## src/rtl/pwm_tmr_pkg.sv

```systemverilog
package pwm_tmr_pkg;

    localparam int CNT_W  = 8;
    localparam int NUM_CH = 2;

    typedef enum logic [1:0] {
        OM_OFF    = 2'b00,
        OM_TOGGLE = 2'b01,
        OM_PWM    = 2'b10,
        OM_PWM_N  = 2'b11
    } out_mode_e;

endpackage

```

## src/rtl/pwm_tmr_counter.sv

```systemverilog
module pwm_tmr_counter #(
    parameter int W = pwm_tmr_pkg::CNT_W
) (
    input  logic         clk,
    input  logic         rst_n,
    input  logic         tick,
    input  logic [W-1:0] top_lim,
    input  logic         cnt_wr,
    input  logic [W-1:0] cnt_wdata,
    input  logic         flag_clr,
    output logic [W-1:0] cnt_cur,
    output logic [W-1:0] cnt_nxt,
    output logic         step_up,
    output logic         adv,
    output logic         at_top,
    output logic         ovf
);

    typedef struct packed {
        logic [W-1:0] cnt;
        logic         dir_up;
        logic         ovf;
    } ctr_t;

    ctr_t s_d, s_q;
    logic         up_w;
    logic [W-1:0] nxt_w;

    always_comb begin
        // pick step direction; a count above TOP while going up turns around
        up_w  = s_q.dir_up ? (s_q.cnt < top_lim) : (s_q.cnt == '0);
        nxt_w = up_w ? s_q.cnt + 1'b1 : s_q.cnt - 1'b1;

        s_d = s_q;
        if (flag_clr) begin
            s_d.ovf = 1'b0;
        end
        if (cnt_wr) begin
            s_d.cnt = cnt_wdata;
        end else if (tick) begin
            s_d.cnt    = nxt_w;
            s_d.dir_up = up_w ? (nxt_w != top_lim) : (nxt_w == '0);
            if (nxt_w == '0) begin
                s_d.ovf = 1'b1;
            end
        end
    end

    always_ff @(posedge clk or negedge rst_n) begin
        if (!rst_n) begin
            s_q <= '{cnt: '0, dir_up: 1'b1, ovf: 1'b0};
        end else begin
            s_q <= s_d;
        end
    end

    assign cnt_cur = s_q.cnt;
    assign cnt_nxt = nxt_w;
    assign step_up = up_w;
    assign adv     = tick & ~cnt_wr;
    assign at_top  = adv & (nxt_w == top_lim);
    assign ovf     = s_q.ovf;

    AST_CNT_HOLD: assert property (@(posedge clk) disable iff (!rst_n)
        (!tick && !cnt_wr) |=> $stable(s_q.cnt));
    AST_CNT_LOAD: assert property (@(posedge clk) disable iff (!rst_n)
        cnt_wr |=> (s_q.cnt == $past(cnt_wdata)));
    AST_OVF_KEEP: assert property (@(posedge clk) disable iff (!rst_n)
        (s_q.ovf && !flag_clr) |=> s_q.ovf);
    AST_OVF_SET: assert property (@(posedge clk) disable iff (!rst_n)
        (tick && !cnt_wr && !s_q.dir_up && s_q.cnt == {{(W-1){1'b0}}, 1'b1}) |=> s_q.ovf);

endmodule

```

## src/rtl/pwm_tmr_channel.sv

```systemverilog
module pwm_tmr_channel #(
    parameter int W         = pwm_tmr_pkg::CNT_W,
    parameter bit TOGGLE_OK = 1'b1
) (
    input  logic         clk,
    input  logic         rst_n,
    input  logic         adv,
    input  logic         at_top,
    input  logic         step_up,
    input  logic [W-1:0] cnt_nxt,
    input  logic [W-1:0] top_lim,
    input  logic         cmp_wr,
    input  logic [W-1:0] cmp_wdata,
    input  logic [1:0]   mode,
    input  logic         toggle_en,
    output logic [W-1:0] cmp_act,
    output logic         wave
);
    import pwm_tmr_pkg::*;

    typedef struct packed {
        logic [W-1:0] cmp_buf;
        logic [W-1:0] cmp_act;
        logic         wave;
    } ch_t;

    ch_t s_d, s_q;
    logic [W-1:0] cmp_eff;
    logic         hit;
    logic         lvl_up;
    logic         lvl_dn;
    out_mode_e    md;

    always_comb begin
        md      = out_mode_e'(mode);
        cmp_eff = at_top ? s_q.cmp_buf : s_q.cmp_act;
        hit     = (cnt_nxt == cmp_eff);
        lvl_up  = (md == OM_PWM_N);
        lvl_dn  = ~lvl_up;

        s_d = s_q;
        if (cmp_wr) begin
            s_d.cmp_buf = cmp_wdata;
        end
        if (at_top) begin
            s_d.cmp_act = s_q.cmp_buf;
        end

        if (adv) begin
            unique case (md)
                OM_PWM, OM_PWM_N: begin
                    if (at_top) begin
                        s_d.wave = (cmp_eff >= top_lim) ? lvl_dn : lvl_up;
                    end else if (cmp_eff == '0) begin
                        s_d.wave = lvl_up;
                    end else if (hit) begin
                        s_d.wave = step_up ? lvl_up : lvl_dn;
                    end
                end
                OM_TOGGLE: begin
                    if (TOGGLE_OK && toggle_en) begin
                        if (hit) begin
                            s_d.wave = ~s_q.wave;
                        end
                    end else begin
                        s_d.wave = 1'b0;
                    end
                end
                default: s_d.wave = 1'b0;
            endcase
        end
    end

    always_ff @(posedge clk or negedge rst_n) begin
        if (!rst_n) begin
            s_q <= '0;
        end else begin
            s_q <= s_d;
        end
    end

    assign cmp_act = s_q.cmp_act;
    assign wave    = s_q.wave;

    AST_WAVE_HOLD: assert property (@(posedge clk) disable iff (!rst_n)
        !adv |=> $stable(s_q.wave));
    AST_CMP_ACT_HOLD: assert property (@(posedge clk) disable iff (!rst_n)
        !at_top |=> $stable(s_q.cmp_act));
    AST_MODE_OFF: assert property (@(posedge clk) disable iff (!rst_n)
        (adv && mode == 2'b00) |=> !s_q.wave);
    AST_TOP_FORCE: assert property (@(posedge clk) disable iff (!rst_n)
        (at_top && mode == 2'b10 && s_q.cmp_buf < top_lim) |=> !s_q.wave);

endmodule

```

## src/rtl/pwm_center_timer.sv

```systemverilog
module pwm_center_timer #(
    parameter int W = pwm_tmr_pkg::CNT_W
) (
    input  logic         clk,
    input  logic         rst_n,
    input  logic         tick,
    input  logic [W-1:0] top_lim,
    input  logic         cnt_wr,
    input  logic [W-1:0] cnt_wdata,
    input  logic         cmp_a_wr,
    input  logic [W-1:0] cmp_a_wdata,
    input  logic         cmp_b_wr,
    input  logic [W-1:0] cmp_b_wdata,
    input  logic [1:0]   mode_a,
    input  logic [1:0]   mode_b,
    input  logic         toggle_a_en,
    input  logic         flag_clr,
    output logic [W-1:0] cnt,
    output logic [W-1:0] cmp_a_act,
    output logic [W-1:0] cmp_b_act,
    output logic         wave_a,
    output logic         wave_b,
    output logic         ovf_flag
);
    import pwm_tmr_pkg::*;

    localparam int NCH = NUM_CH;

    logic [W-1:0] cnt_nxt;
    logic         step_up;
    logic         adv;
    logic         at_top;

    logic [NCH-1:0]        ch_wr;
    logic [NCH-1:0][W-1:0] ch_wdata;
    logic [NCH-1:0][1:0]   ch_mode;
    logic [NCH-1:0][W-1:0] ch_act;
    logic [NCH-1:0]        ch_wave;

    assign ch_wr    = {cmp_b_wr, cmp_a_wr};
    assign ch_wdata = {cmp_b_wdata, cmp_a_wdata};
    assign ch_mode  = {mode_b, mode_a};

    pwm_tmr_counter #(.W(W)) u_ctr (
        .clk       (clk),
        .rst_n     (rst_n),
        .tick      (tick),
        .top_lim   (top_lim),
        .cnt_wr    (cnt_wr),
        .cnt_wdata (cnt_wdata),
        .flag_clr  (flag_clr),
        .cnt_cur   (cnt),
        .cnt_nxt   (cnt_nxt),
        .step_up   (step_up),
        .adv       (adv),
        .at_top    (at_top),
        .ovf       (ovf_flag)
    );

    for (genvar i = 0; i < NCH; i++) begin : g_ch
        pwm_tmr_channel #(
            .W         (W),
            .TOGGLE_OK (i == 0)
        ) u_ch (
            .clk       (clk),
            .rst_n     (rst_n),
            .adv       (adv),
            .at_top    (at_top),
            .step_up   (step_up),
            .cnt_nxt   (cnt_nxt),
            .top_lim   (top_lim),
            .cmp_wr    (ch_wr[i]),
            .cmp_wdata (ch_wdata[i]),
            .mode      (ch_mode[i]),
            .toggle_en (toggle_a_en),
            .cmp_act   (ch_act[i]),
            .wave      (ch_wave[i])
        );
    end

    assign cmp_a_act = ch_act[0];
    assign cmp_b_act = ch_act[1];
    assign wave_a    = ch_wave[0];
    assign wave_b    = ch_wave[1];

    AST_B_NO_TOGGLE: assert property (@(posedge clk) disable iff (!rst_n)
        (adv && mode_b == 2'b01) |=> !wave_b);

endmodule

```

## config.mk

```make
export PLATFORM = sky130hd
export DESIGN_NAME = pwm_center_timer
export DESIGN_NICKNAME = d
export VERILOG_FILES = /design/src/rtl/pwm_tmr_pkg.sv /design/src/rtl/pwm_tmr_counter.sv /design/src/rtl/pwm_tmr_channel.sv /design/src/rtl/pwm_center_timer.sv
export SDC_FILE = /design/constraint.sdc
export NUM_CORES = 1
export LEC_CHECK = 0
export BUFFER_PORTS_ARGS = -buffer_cell sky130_fd_sc_hd__buf_2
export CAP_MARGIN = 10
export CELL_PAD_IN_SITES_DETAIL_PLACEMENT = 1
export CELL_PAD_IN_SITES_GLOBAL_PLACEMENT = 2
export CORE_UTILIZATION = 30
export DETAILED_ROUTE_END_ITERATION = 6
export PLACE_DENSITY = 0.67
export SYNTH_ARGS = -nofsm -noshare
export SYNTH_HDL_FRONTEND = slang
export SYNTH_HIERARCHICAL = 1
export SYNTH_SLANG_ARGS = --single-unit
```

## constraint.sdc

```tcl
create_clock -name clk -period 6.3 [get_ports clk]
set_input_delay 0 -clock clk [delete_from_list [all_inputs] [get_ports clk]]
set_output_delay 0 -clock clk [all_outputs]
set_load 0.01 [all_outputs]
```

# Word-level counts from Yosys, hierarchy flattened
# Cells that the tools add are included.
[word_totals]
output_inout_bits = 27
ff_bits = 44
[classes]
n_lt_le_gt_ge = 3
add_sub_neg = 2
eq_ne = 12
n_mux = 24
n_reduce_logical = 10
bitwise_logic = 6
[op_table]
columns = ["operator", "n"]
rows = [
  ["8-bit zero test", 4],
  ["8-bit 2-to-1 mux", 4],
  ["8-bit equality test", 3],
  ["1-bit 2-to-1 mux", 18],
  ["8-bit greater-or-equal comparator", 2],
  ["10-bit 2-to-1 mux", 1],
  ["8-bit by 1-bit adder with 8-bit output (second input constant)", 1],
  ["2-bit equality test (second input constant)", 4],
  ["8-bit < comparator", 1],
  ["4-bit by 2-bit != test with 1-bit output (second input constant)", 2],
  ["8-bit != test", 1],
  ["8-bit by 1-bit subtractor with 8-bit output (second input constant)", 1],
  ["1-bit inverter", 4],
  ["2-bit AND reduction", 2],
  ["2-bit OR reduction", 2],
  ["3-bit by 2-bit != test with 1-bit output (second input constant)", 1],
  ["3-bit AND reduction", 1],
  ["1-bit AND", 2],
  ["2-bit by 1-bit equality test with 1-bit output (second input constant)", 1],
  ["1-bit case mux with 2 select lines", 1],
  ["2-bit nonzero test", 1],
]

# Logic depth before layout (Yosys ltp)
# Gate-level depths: netlist of run 1.
[logic_depth]
ltp_word = 11
depth_mapped = 25

# Hierarchy
# The synthesis of run 1 kept the hierarchy.
[by_module_without_submodules]
columns = ["module", "instances", "area_each_um2", "cells_per_inst"]
rows = [
  ["pwm_tmr_counter", 1, 1428.9, 172],
  ["pwm_tmr_channel (g_ch[0].u_ch)", 1, 1103.6, 94],
  ["pwm_tmr_channel (g_ch[1].u_ch)", 1, 1074.8, 89],
]

# Worst setup path before layout of run 1
# Ideal clock, no wire load.
[synth_timing]
path_kind = "register to register"
start = "register u_ctr.s_q, in the netlist u_ctr/cnt_cur[1]"
end = "register g_ch[1].u_ch.s_q, in the netlist g_ch[1].u_ch/wave"
stages_incl_launch_ff = 24
required_time_ns = 6.179
arrival_ns = 5.053
path_buffers = 1
path_slack_ns = 1.126
cell_sequence = "dfrtp_1 > ha_1 > nor2b_1 > o211ai_1 > a21oi_1 > o21ai_0 > inv_1 > fa_1 > xor2_1 > xnor2_1 > o21ai_0 > nor4_1 > nand4_1 > o21bai_1 > inv_1 > buf_6 > mux2i_4 > ha_1 > nand2b_1 > a2111oi_0 > o211ai_1 > a32oi_1 > xor2_1 > o2bb2ai_1"
[synth_between]
elab_chain_len = 10
elab_cells_between_ends = 20
cone_classes = "add/sub: 2; order compare: 2; eq/ne: 3; mux: 9; bitwise: 1; reduce/logical: 3"
[synth_lines]
columns = ["element", "line", "source"]
rows = [
  ["start: declaration", "pwm_tmr_counter.sv:25", "ctr_t s_d, s_q;"],
  ["start signal: assignment", "pwm_tmr_counter.sv:51", "s_q <= '{cnt: '0, dir_up: 1'b1, ovf: 1'b0};"],
  ["8-bit < comparator / 8-bit zero test (equally long branches)", "pwm_tmr_counter.sv:31", "up_w = s_q.dir_up ? (s_q.cnt < top_lim) : (s_q.cnt == '0);"],
  ["1-bit 2-to-1 mux (*)", "pwm_tmr_counter.sv:31", ""],
  ["net step_up", "pwm_center_timer.sv:30", "logic step_up;"],
  ["8-bit 2-to-1 mux (*)", "pwm_tmr_counter.sv:32", "nxt_w = up_w ? s_q.cnt + 1'b1 : s_q.cnt - 1'b1;"],
  ["net cnt_nxt[2]", "pwm_center_timer.sv:29", "logic [W-1:0] cnt_nxt;"],
  ["8-bit equality test (*)", "pwm_tmr_counter.sv:61", "assign at_top = adv & (nxt_w == top_lim);"],
  ["1-bit AND (*)", "pwm_tmr_counter.sv:61", ""],
  ["net at_top", "pwm_center_timer.sv:32", "logic at_top;"],
  ["8-bit 2-to-1 mux", "n/a", ""],
  ["8-bit greater-or-equal comparator / 8-bit zero test (equally long branches)", "pwm_tmr_channel.sv:53, pwm_tmr_channel.sv:54", ""],
  ["1-bit 2-to-1 mux, on equally long branches", "pwm_tmr_channel.sv:53, pwm_tmr_channel.sv:54", ""],
  ["1-bit 2-to-1 mux", "pwm_tmr_channel.sv:52", "if (at_top) begin"],
  ["1-bit 2-to-1 mux", "n/a", ""],
  ["end signal: assignment", "pwm_tmr_channel.sv:76", "s_q <= '0;"],
  ["end signal: assignment", "pwm_tmr_channel.sv:78", "s_q <= s_d;"],
  ["end: declaration", "pwm_tmr_channel.sv:27", "ch_t s_d, s_q;"],
]
# The timed path passes the listed nets; every way through them passes the cells marked *. The select of a mux whose other input is x is not followed.
# A chain may end at the register's enable or synchronous reset.

# Worst setup path in the final report of run 1
[layout_timing]
start = "register u_ctr.s_q, in the netlist u_ctr/cnt_cur[0]"
end = "register g_ch[1].u_ch.s_q, in the netlist g_ch[1].u_ch/wave"
[layout_between]
elab_chain_len = 10
elab_cells_between_ends = 20
cone_classes = "add/sub: 2; order compare: 2; eq/ne: 3; mux: 9; bitwise: 1; reduce/logical: 3"
[layout_lines]
columns = ["element", "line"]
rows = [
  ["8-bit < comparator / 8-bit zero test (equally long branches)", "pwm_tmr_counter.sv:31"],
  ["1-bit 2-to-1 mux", "pwm_tmr_counter.sv:31"],
  ["8-bit 2-to-1 mux (*)", "pwm_tmr_counter.sv:32"],
  ["net cnt_nxt[0]", "pwm_center_timer.sv:29"],
  ["8-bit equality test (*)", "pwm_tmr_counter.sv:61"],
  ["1-bit AND (*)", "pwm_tmr_counter.sv:61"],
  ["net at_top", "pwm_center_timer.sv:32"],
  ["8-bit 2-to-1 mux", "n/a"],
  ["8-bit greater-or-equal comparator / 8-bit zero test (equally long branches)", "pwm_tmr_channel.sv:53, pwm_tmr_channel.sv:54"],
  ["1-bit 2-to-1 mux, on equally long branches", "pwm_tmr_channel.sv:53, pwm_tmr_channel.sv:54"],
  ["1-bit 2-to-1 mux", "pwm_tmr_channel.sv:52"],
  ["1-bit 2-to-1 mux", "n/a"],
]
# Marks and branches as above.

==> results of run 1 <==
## cell families (layout without fill, tap and decap cells)
| kind of cell | Yosys count | in the layout | synth area share [%] |
|---|---|---|---|
| XOR/XNOR | 32 | 32 | 8.78 |
| buffers and inverters | 70 | 145 | 11.4 |
| AND/OR/NAND/NOR | 70 | 70 | 10.3 |
| flip-flops | 44 | 44 | 30.6 |
| multiplexers | 40 | 40 | 14.6 |
| AO/OA/AOI/OAI | 67 | 67 | 13.0 |
| adder cells (fa/ha/maj) | 32 | 32 | 11.3 |
## cell usage after synthesis (2+ instances only)
cell type,count
a211oi_1,2
a21o_1,4
a21oi_1,14
a221oi_2,2
a22oi_1,2
a311oi_1,2
a31oi_1,4
buf_4,24
buf_6,5
clkbuf_1,3
clkbuf_8,2
dfrtp_1,43
ha_1,31
inv_1,35
mux2_1,2
mux2_2,16
mux2_4,13
mux2i_1,6
mux2i_4,2
nand2_1,17
nand2b_1,3
nand3_1,5
nand4_1,9
nor2_1,14
nor2b_1,5
nor3_1,5
nor4_1,4
nor4_2,2
o211ai_1,2
o21ai_0,14
o21ai_1,3
o21bai_1,2
xnor2_1,18
xnor2_2,3
xor2_1,10
## worst max-delay path, cell delays in order, from the launching register on
cell and delay (ns):
dfrtp_1 0.56, inv_1 0.17, ha_1 0.22, nor2b_1 0.12, o211ai_1 0.10, a21oi_1 0.22, o21ai_1 0.16, inv_1 0.28
ha_1 0.33, a211oi_1 0.47, nor3_1 0.18, a221oi_2 0.35, xnor2_1 0.18, and3_1 0.19, o21bai_1 0.10, inv_1 0.11
buf_12 0.20, mux2i_4 0.29, ha_1 0.26, nand2b_1 0.15, a2111oi_1 0.44, o211ai_1 0.20, a32oi_1 0.25, xor2_1 0.17
o2bb2ai_1 0.07
## timing repair
item | in CTS | in global routing
cloned | 0 | 0
hold buffers | 27 | 0
setup endpoints to repair | 1 | 2
gates resized for setup | 1 | 5
buffers inserted | 0 | 2
hold endpoints to repair | 69 | 0
## where the power goes
part           internal [µW]  leakage (µW)  switching (µW)
Combinational            843       0.00147            1040
Clock                    189     0.0000804             116
Sequential               369      0.000556            99.7
## registers in the layout (all words and copies together), names as in the netlist
| signal | flops |
|---|---|
| g_ch.u_ch/cmp_act | 16 |
| g_ch.u_ch/s_q | 16 |
| g_ch.u_ch/wave | 2 |
| u_ctr/cnt_cur | 8 |
| u_ctr/ovf | 1 |
| u_ctr/s_q | 1 |
## through the flow
| step | util (%) | instances |
|---|---|---|
| after CTS | 37.5 | 571 |
| after global placement | 33.6 | 536 |
| after global routing | 37.8 | 573 |
| after floorplan | - | 355 |
| after detailed placement | 33.6 | 536 |
| final | 37.8 | 573 |
## layer usage
metal | part of all wire [%] | vias up | global-route usage, % | routed length (µm)
met2 | 47 | 57 | 28.4 | 4740
met3 | 3.9 | 2 | 2.07 | 399
met4 | 0.36 | 0 | 2.97 | 36
li1 | - | 1379 | - | -
met5 | 0 | - | 0 | 0
met1 | 49 | 1381 | 23.7 | 4950
## placed cells by master, fill, tap and decap left out, types with 3 or more instances in the layout
master,n
mux2_4,13
inv_1,35
a21o_1,4
mux2i_1,6
nor4_1,4
xnor2_2,3
nor2_1,14
nand3_1,5
nand2_1,17
o21ai_0,13
dfrtp_1,43
ha_1,29
buf_4,4
nor2b_1,5
buf_2,70
a21oi_1,14
nor3_1,5
xor2_1,9
a31oi_1,4
nand4_1,9
dlygate4sd3_1,27
o21ai_1,4
xnor2_1,18
mux2_2,16
clkbuf_16,5
nand2b_1,3
## path summary, 6_finish.rpt
check	startpoint	endpoint	cells past startpoint	slack, ns
max	u_ctr/cnt_cur[0]$_DFFE_PN0P_	g_ch[1].u_ch/wave$_DFFE_PN0P_	24	0.40
min	mode_b[0]	g_ch[1].u_ch/wave$_DFFE_PN0P_	3	0.04
max reg2reg	u_ctr/cnt_cur[0]$_DFFE_PN0P_	g_ch[1].u_ch/wave$_DFFE_PN0P_	24	0.40
min reg2reg	g_ch[1].u_ch/s_q[14]$_DFFE_PN0P_	g_ch[1].u_ch/s_q[14]$_DFFE_PN0P_	1	0.52
max in group asynchronous	rst_n	g_ch[1].u_ch/wave$_DFFE_PN0P_	3	5.58
min in group asynchronous	rst_n	g_ch[0].u_ch/s_q[14]$_DFFE_PN0P_	3	0.33
## area by class of cell
type / instances / area (µm²)
fillers: 1313 / 7190
multi-input cells: 241 / 2120
well taps: 143 / 179
clock buffers: 5 / 125
flip-flops and latches: 44 / 1100
clock inverters: 3 / 46.3
inverters: 35 / 131
repair buffers: 102 / 671
==> out/metrics.csv, run 1 <==
stage,metric,value,unit
cells_and_area,drive_above_1_share,31.2,%
yosys,synth_area_leaders,"dfrtp_1 (30%), ha_1 (11%), mux2_4 (5.4%), buf_4 (5.0%), mux2_2 (5.0%)",
cells_and_area,area.growth.synth_to_final,21.2,%
timing,setup_ws,0.404,ns
floorplan,die_w,112,µm
yosys,syn_nets,431,
timing,setup_viol,0,
setup_path,crit_type,reg2reg,
yosys,async_flop_share,100,%
timing,fin_crit_sh,93.6,%
yosys,syn_avg_cell_area,10.2,µm²
clocking,clkTransAtPathRegs,0.07,ns
timing,fmax,0.170,GHz
yosys,yosysSeqAreaShare,30.6,%
clocking,h-tree-depth,2,
timing,maxSlewViolCount,0,
timing,grt_setup_unrepaired,no,
yosys,synth-seq-cells,44,
placed_design,place_worst_setup_slack,-0.0224,ns
outcome,violations,DRC,
placed_design,dpl.hpwl,7900,µm
drt,drtIter0Drc,83,
setup_path,cp-end-kind,flop,
drt,detail_route.vias_per_cell,4.92,
clocking,cts_tree,done,
drt,route.detailed.drc,4,
outcome,outcome,finished with violations,
power,power_density,607,mW/mm²
yosys,netlist_area,0.00361,mm²
placed_design,io_buffer_count,70,
global_routing,gr-total-overflow,0,
yosys,yosysWarnings,6,
cells_and_area,fin_nets,505,
drt,wire_per_inst,17.7,µm
power,power,2650,µW
timing,worst_pin_slew,0.751,ns
floorplan,die-area,0.0125,mm²
cells_and_area,antenna_cells,0,
yosys,synthCells,355,
global_routing,antenna_found_initial,0,
global_routing,grt_max_degree,45,
global_routing,grtUsageTotal,17.0,%
setup_path,required,6.47,ns
clocking,clock-sinks,44,
cells_and_area,design_area,0.00437,mm²
placed_design,place_area,0.00389,mm²
yosys,synthFlopType,dfrtp_1,
timing,hold_violations,0,
worst_hold_path,hold_class,in2reg,
drt,routed_wl,10100,µm
setup_path,cp-start-kind,flop,
placed_design,routabilityCongestion,0.815,
global_routing,grt_pass1_wl,16600,µm
floorplan,core,0.0116,mm²
timing,fin_skew,0.00780,ns
drt,ant_nets,0,
clocking,cts_buffers,5,
power,vdd_drop_max,0.000179,V
yosys,yosys.area.top_type,dfrtp_1,
floorplan,rows,39,
floorplan,die_h,112,µm
timing,period_minus_slack,5.90,ns
clocking,clk_latency,0.28,ns
yosys,synth_edf_count,0,
drt,dr.pass1.iters,7,
clocking,cts_buffer_depth,2,
floorplan,start_util,31.2,%
timing,slew_headroom,49.6,%
global_routing,grt_pass1_vias,3084,
clocking,root_buffer,clkbuf_16,
power,p_leak,0.00211,µW
yosys,yosysTopAreaCellShare,29.8,%
setup_path,path_max_fanout,21,
setup_path,arrival,6.07,ns
drt,vias,2819,
timing,fin_setup_tns,0,ns
yosys,synth_cell_type_count,62,
run,cap_violations,0,
floorplan,pin_count,71,
timing,whs,0.0353,ns
No activity file was read; power rests on OpenSTA's default activity.
==> run 2: changes to the inputs <==
Settings changed: ABC_AREA set to 1, CORE_ASPECT_RATIO set to 0.7, PLACE_DENSITY 0.67 to 0.76.
==> run 2 against run 1 <==
Against the previous run: the run now ends clean; die area grew 6.2%; critical path depth grew 17; non-clock buffer count shrank 1; worst hold slack improved by 0.030 ns; wire length grew 21%; first-iteration DRC count grew 78%; power shrank 40%; critical path type unchanged.
==> out/metrics.csv, run 2 <==
stage,metric,value,unit,change
outcome,outcome,"finished, final reports clean",,
power,power,1580,µW,-40%
clocking,clk_latency,0.29,ns,about the same
setup_path,required,6.48,ns,about the same
cells_and_area,drive_above_1_share,18.2,%,-13 points
power,vdd_drop_max,0.000124,V,-31%
clocking,ctsHoldBuffers,27,,unchanged
yosys,yosysWarnings,6,,unchanged
global_routing,gr-total-overflow,0,,unchanged
drt,ant_nets,0,,unchanged
setup_path,cp-end-kind,flop,,
cells_and_area,fin_nets,734,,+45%
placed_design,place_worst_setup_slack,1.02,ns,+1.04 ns
timing,hold_violations,0,,unchanged
drt,wire_per_inst,14.9,µm,-16%
placed_design,routabilityCongestion,0.791,,-2.9%
yosys,syn_avg_cell_area,6.60,µm²,-35%
global_routing,grt_pass1_vias,3798,,+23%
worst_hold_path,hold_class,in2reg,,
yosys,async_flop_share,100,%,unchanged
floorplan,die_w,137,µm,+23%
clocking,clkTransAtPathRegs,0.07,ns,about the same
power,power_density,342,mW/mm²,-44%
run,cap_violations,0,,unchanged
drt,vias,3757,,+33%
floorplan,start_util,30.9,%,-0.33 points
cells_and_area,final_common_cell,nand2_1,,
cells_and_area,final_cell_mix,"nand2_1 (225), inv_1 (100), buf_2 (70)",,
setup_path,r2r_slack,1.06,ns,+0.66 ns
floorplan,core,0.0124,mm²,+7.4%
yosys,synth_most_common_cell,nand2_1,,
clocking,postCtsSetupBuffers,0,,unchanged
setup_path,cp_slowest_cell,dfrtp_1,,
setup_path,arrival,5.41,ns,-0.66 ns
timing,fmax,0.191,GHz,+13%
global_routing,grt_max_degree,45,,unchanged
timing,maxSlewViolCount,0,,unchanged
setup_path,cp-start-kind,flop,,
yosys,synth_cell_type_count,35,,-44%
drt,detail_route.vias_per_cell,4.58,,-7.0%
timing,fin_setup_tns,0,ns,unchanged
global_routing,grt_pass1_wl,19700,µm,+19%
floorplan,die-area,0.0132,mm²,+6.2%
setup_path,critPathMaxStageDelay,0.53,ns,-0.03 ns
timing,fin_crit_sh,83.1,%,-10 points
floorplan,pin_count,71,,unchanged
power,p_leak,0.00259,µW,+23%
yosys,synth_edf_count,0,,unchanged
placed_design,io_buffer_count,70,,unchanged
worst_hold_path,whs_path_depth,3,,unchanged
yosys,synthFlopType,dfrtp_1,,
timing,slew_headroom,53.3,%,+3.8 points
setup_path,crit_path_frequent_cell,nand2_1,,
timing,whs,0.0657,ns,+0.0304 ns
yosys,synth_area_leaders,"dfrtp_1 (28%), nand2_1 (22%), ha_1 (10%), inv_1 (9.8%), buf_4 (4.9%)",,
drt,routed_wl,12200,µm,+21%
setup_path,crit_family,simple AND/OR/NAND/NOR gates,,
cells_and_area,antenna_cells,0,,unchanged
drt,route.detailed.drc,0,,-4
yosys,synth-seq-cells,44,,unchanged
yosys,yosys.area.top_type,dfrtp_1,,
global_routing,antenna_found_initial,0,,unchanged
worst_hold_path,whs_endpoint,g_ch[1].u_ch/s_q[14]$_DFFE_PN0P_,,
setup_path,r2r_cells,41,,+71%
floorplan,die_h,96.6,µm,-14%
clocking,root_buffer,clkbuf_16,,
setup_path,reg2reg_to,g_ch[0].u_ch/wave$_DFFE_PN0P_,,
floorplan,rows,34,,-13%
timing,setup_ws,1.06,ns,+0.661 ns
yosys,syn_nets,657,,+52%
setup_path,path_max_fanout,25,,+19%
clocking,h-tree-depth,2,,unchanged
clocking,cts_tree,done,,
yosys,synthCells,581,,+64%
clocking,postCtsResizedCells,0,,-1
yosys,netlist_area,0.00383,mm²,+6.3%
clocking,cts_buffer_depth,2,,unchanged
setup_path,crit_type,reg2reg,,
drt,dr.pass1.iters,5,,-2
timing,worst_pin_slew,0.698,ns,-0.0537 ns
timing,fin_skew,0.00633,ns,-0.00146 ns
clocking,clock-sinks,44,,unchanged
worst_hold_path,hold_start,cmp_b_wr,,
timing,period_minus_slack,5.24,ns,-0.661 ns
timing,setup_viol,0,,unchanged
placed_design,dpl.hpwl,9940,µm,+26%
timing,grt_setup_unrepaired,no,,
yosys,yosysSeqAreaShare,28.8,%,-1.8 points
yosys,yosysTopAreaCellShare,28.1,%,-1.8 points
drt,drtIter0Drc,148,,+78%
setup_path,crit_buf_inv,6,,+2
setup_path,r2r-start,u_ctr/cnt_cur[0]$_DFFE_PN0P_,,
yosys,synthTopCellsByCount,"nand2_1 (225), inv_1 (100), dfrtp_1 (43)",,
cells_and_area,area.growth.synth_to_final,20.5,%,
global_routing,grtUsageTotal,20.0,%,+3.0 points
clocking,cts_buffers,5,,unchanged
## run 2: layer usage
layer / up-vias / share of wire [%] / track usage [%]
met5: - / 0 / 0
met4: 0 / 0.56 / 4.30
met3: 4 / 4.6 / 2.76
met2: 68 / 43 / 32.6
met1: 1780 / 52 / 27.9
li1: 1905 / - / -
## run 2: worst max-delay path by stage
stage	end	slack, ns	startpoint	cells after the start
2_1_floorplan	g_ch[0].u_ch/wave$_DFFE_PN0P_	1.82	u_ctr/cnt_cur[0]$_DFFE_PN0P_	40
3_3_place_gp	g_ch[0].u_ch/wave$_DFFE_PN0P_	1.17	u_ctr/cnt_cur[0]$_DFFE_PN0P_	40
3_5_place_dp	g_ch[0].u_ch/wave$_DFFE_PN0P_	1.02	u_ctr/cnt_cur[0]$_DFFE_PN0P_	42
4_1_cts	g_ch[0].u_ch/wave$_DFFE_PN0P_	1.0	u_ctr/cnt_cur[0]$_DFFE_PN0P_	40
5_1_grt	g_ch[0].u_ch/wave$_DFFE_PN0P_	0.36	u_ctr/cnt_cur[0]$_DFFE_PN0P_	43
6_report	g_ch[0].u_ch/wave$_DFFE_PN0P_	1.06	u_ctr/cnt_cur[0]$_DFFE_PN0P_	41
## run 2: cells by family after synthesis
kind of cell,Yosys count,synth area share (%)
AND/OR/NAND/NOR,321,35.4
buffers and inverters,135,16.3
flip-flops,44,28.8
AO/OA/AOI/OAI,40,6.53
adder cells (fa/ha/maj),32,10.6
multiplexers,5,1.47
XOR/XNOR,4,0.914
## run 2: layout make-up
type / count / area [µm²]
Fill cell: 1646 / 7800
Multi-Input combinational cell: 402 / 2110
Sequential cell: 44 / 1100
Timing Repair Buffer: 101 / 651
Inverter: 104 / 390
Tap cell: 162 / 203
Clock buffer: 6 / 129
Clock inverter: 2 / 35.0
## run 2: where the power goes
group / internal, µW / total [µW] / switching [µW]
clock network: 187 / 300 / 113
logic: 312 / 890 / 578
registers: 339 / 391 / 52.5
## run 2: per-stage QoR
step	utilization (%)	instances	instance area (µm²)
floorplan	-	581	3830
CTS	37.2	821	4620
detailed placement	33.7	786	4190
global route	37.2	821	4620
finish	37.2	821	4620
global placement	33.7	786	4190
## run 2: tightest hold or removal path, stage by stage
cell and delay, ns:
buf_2 0.17, nand2_1 0.07, o21ai_0 0.06
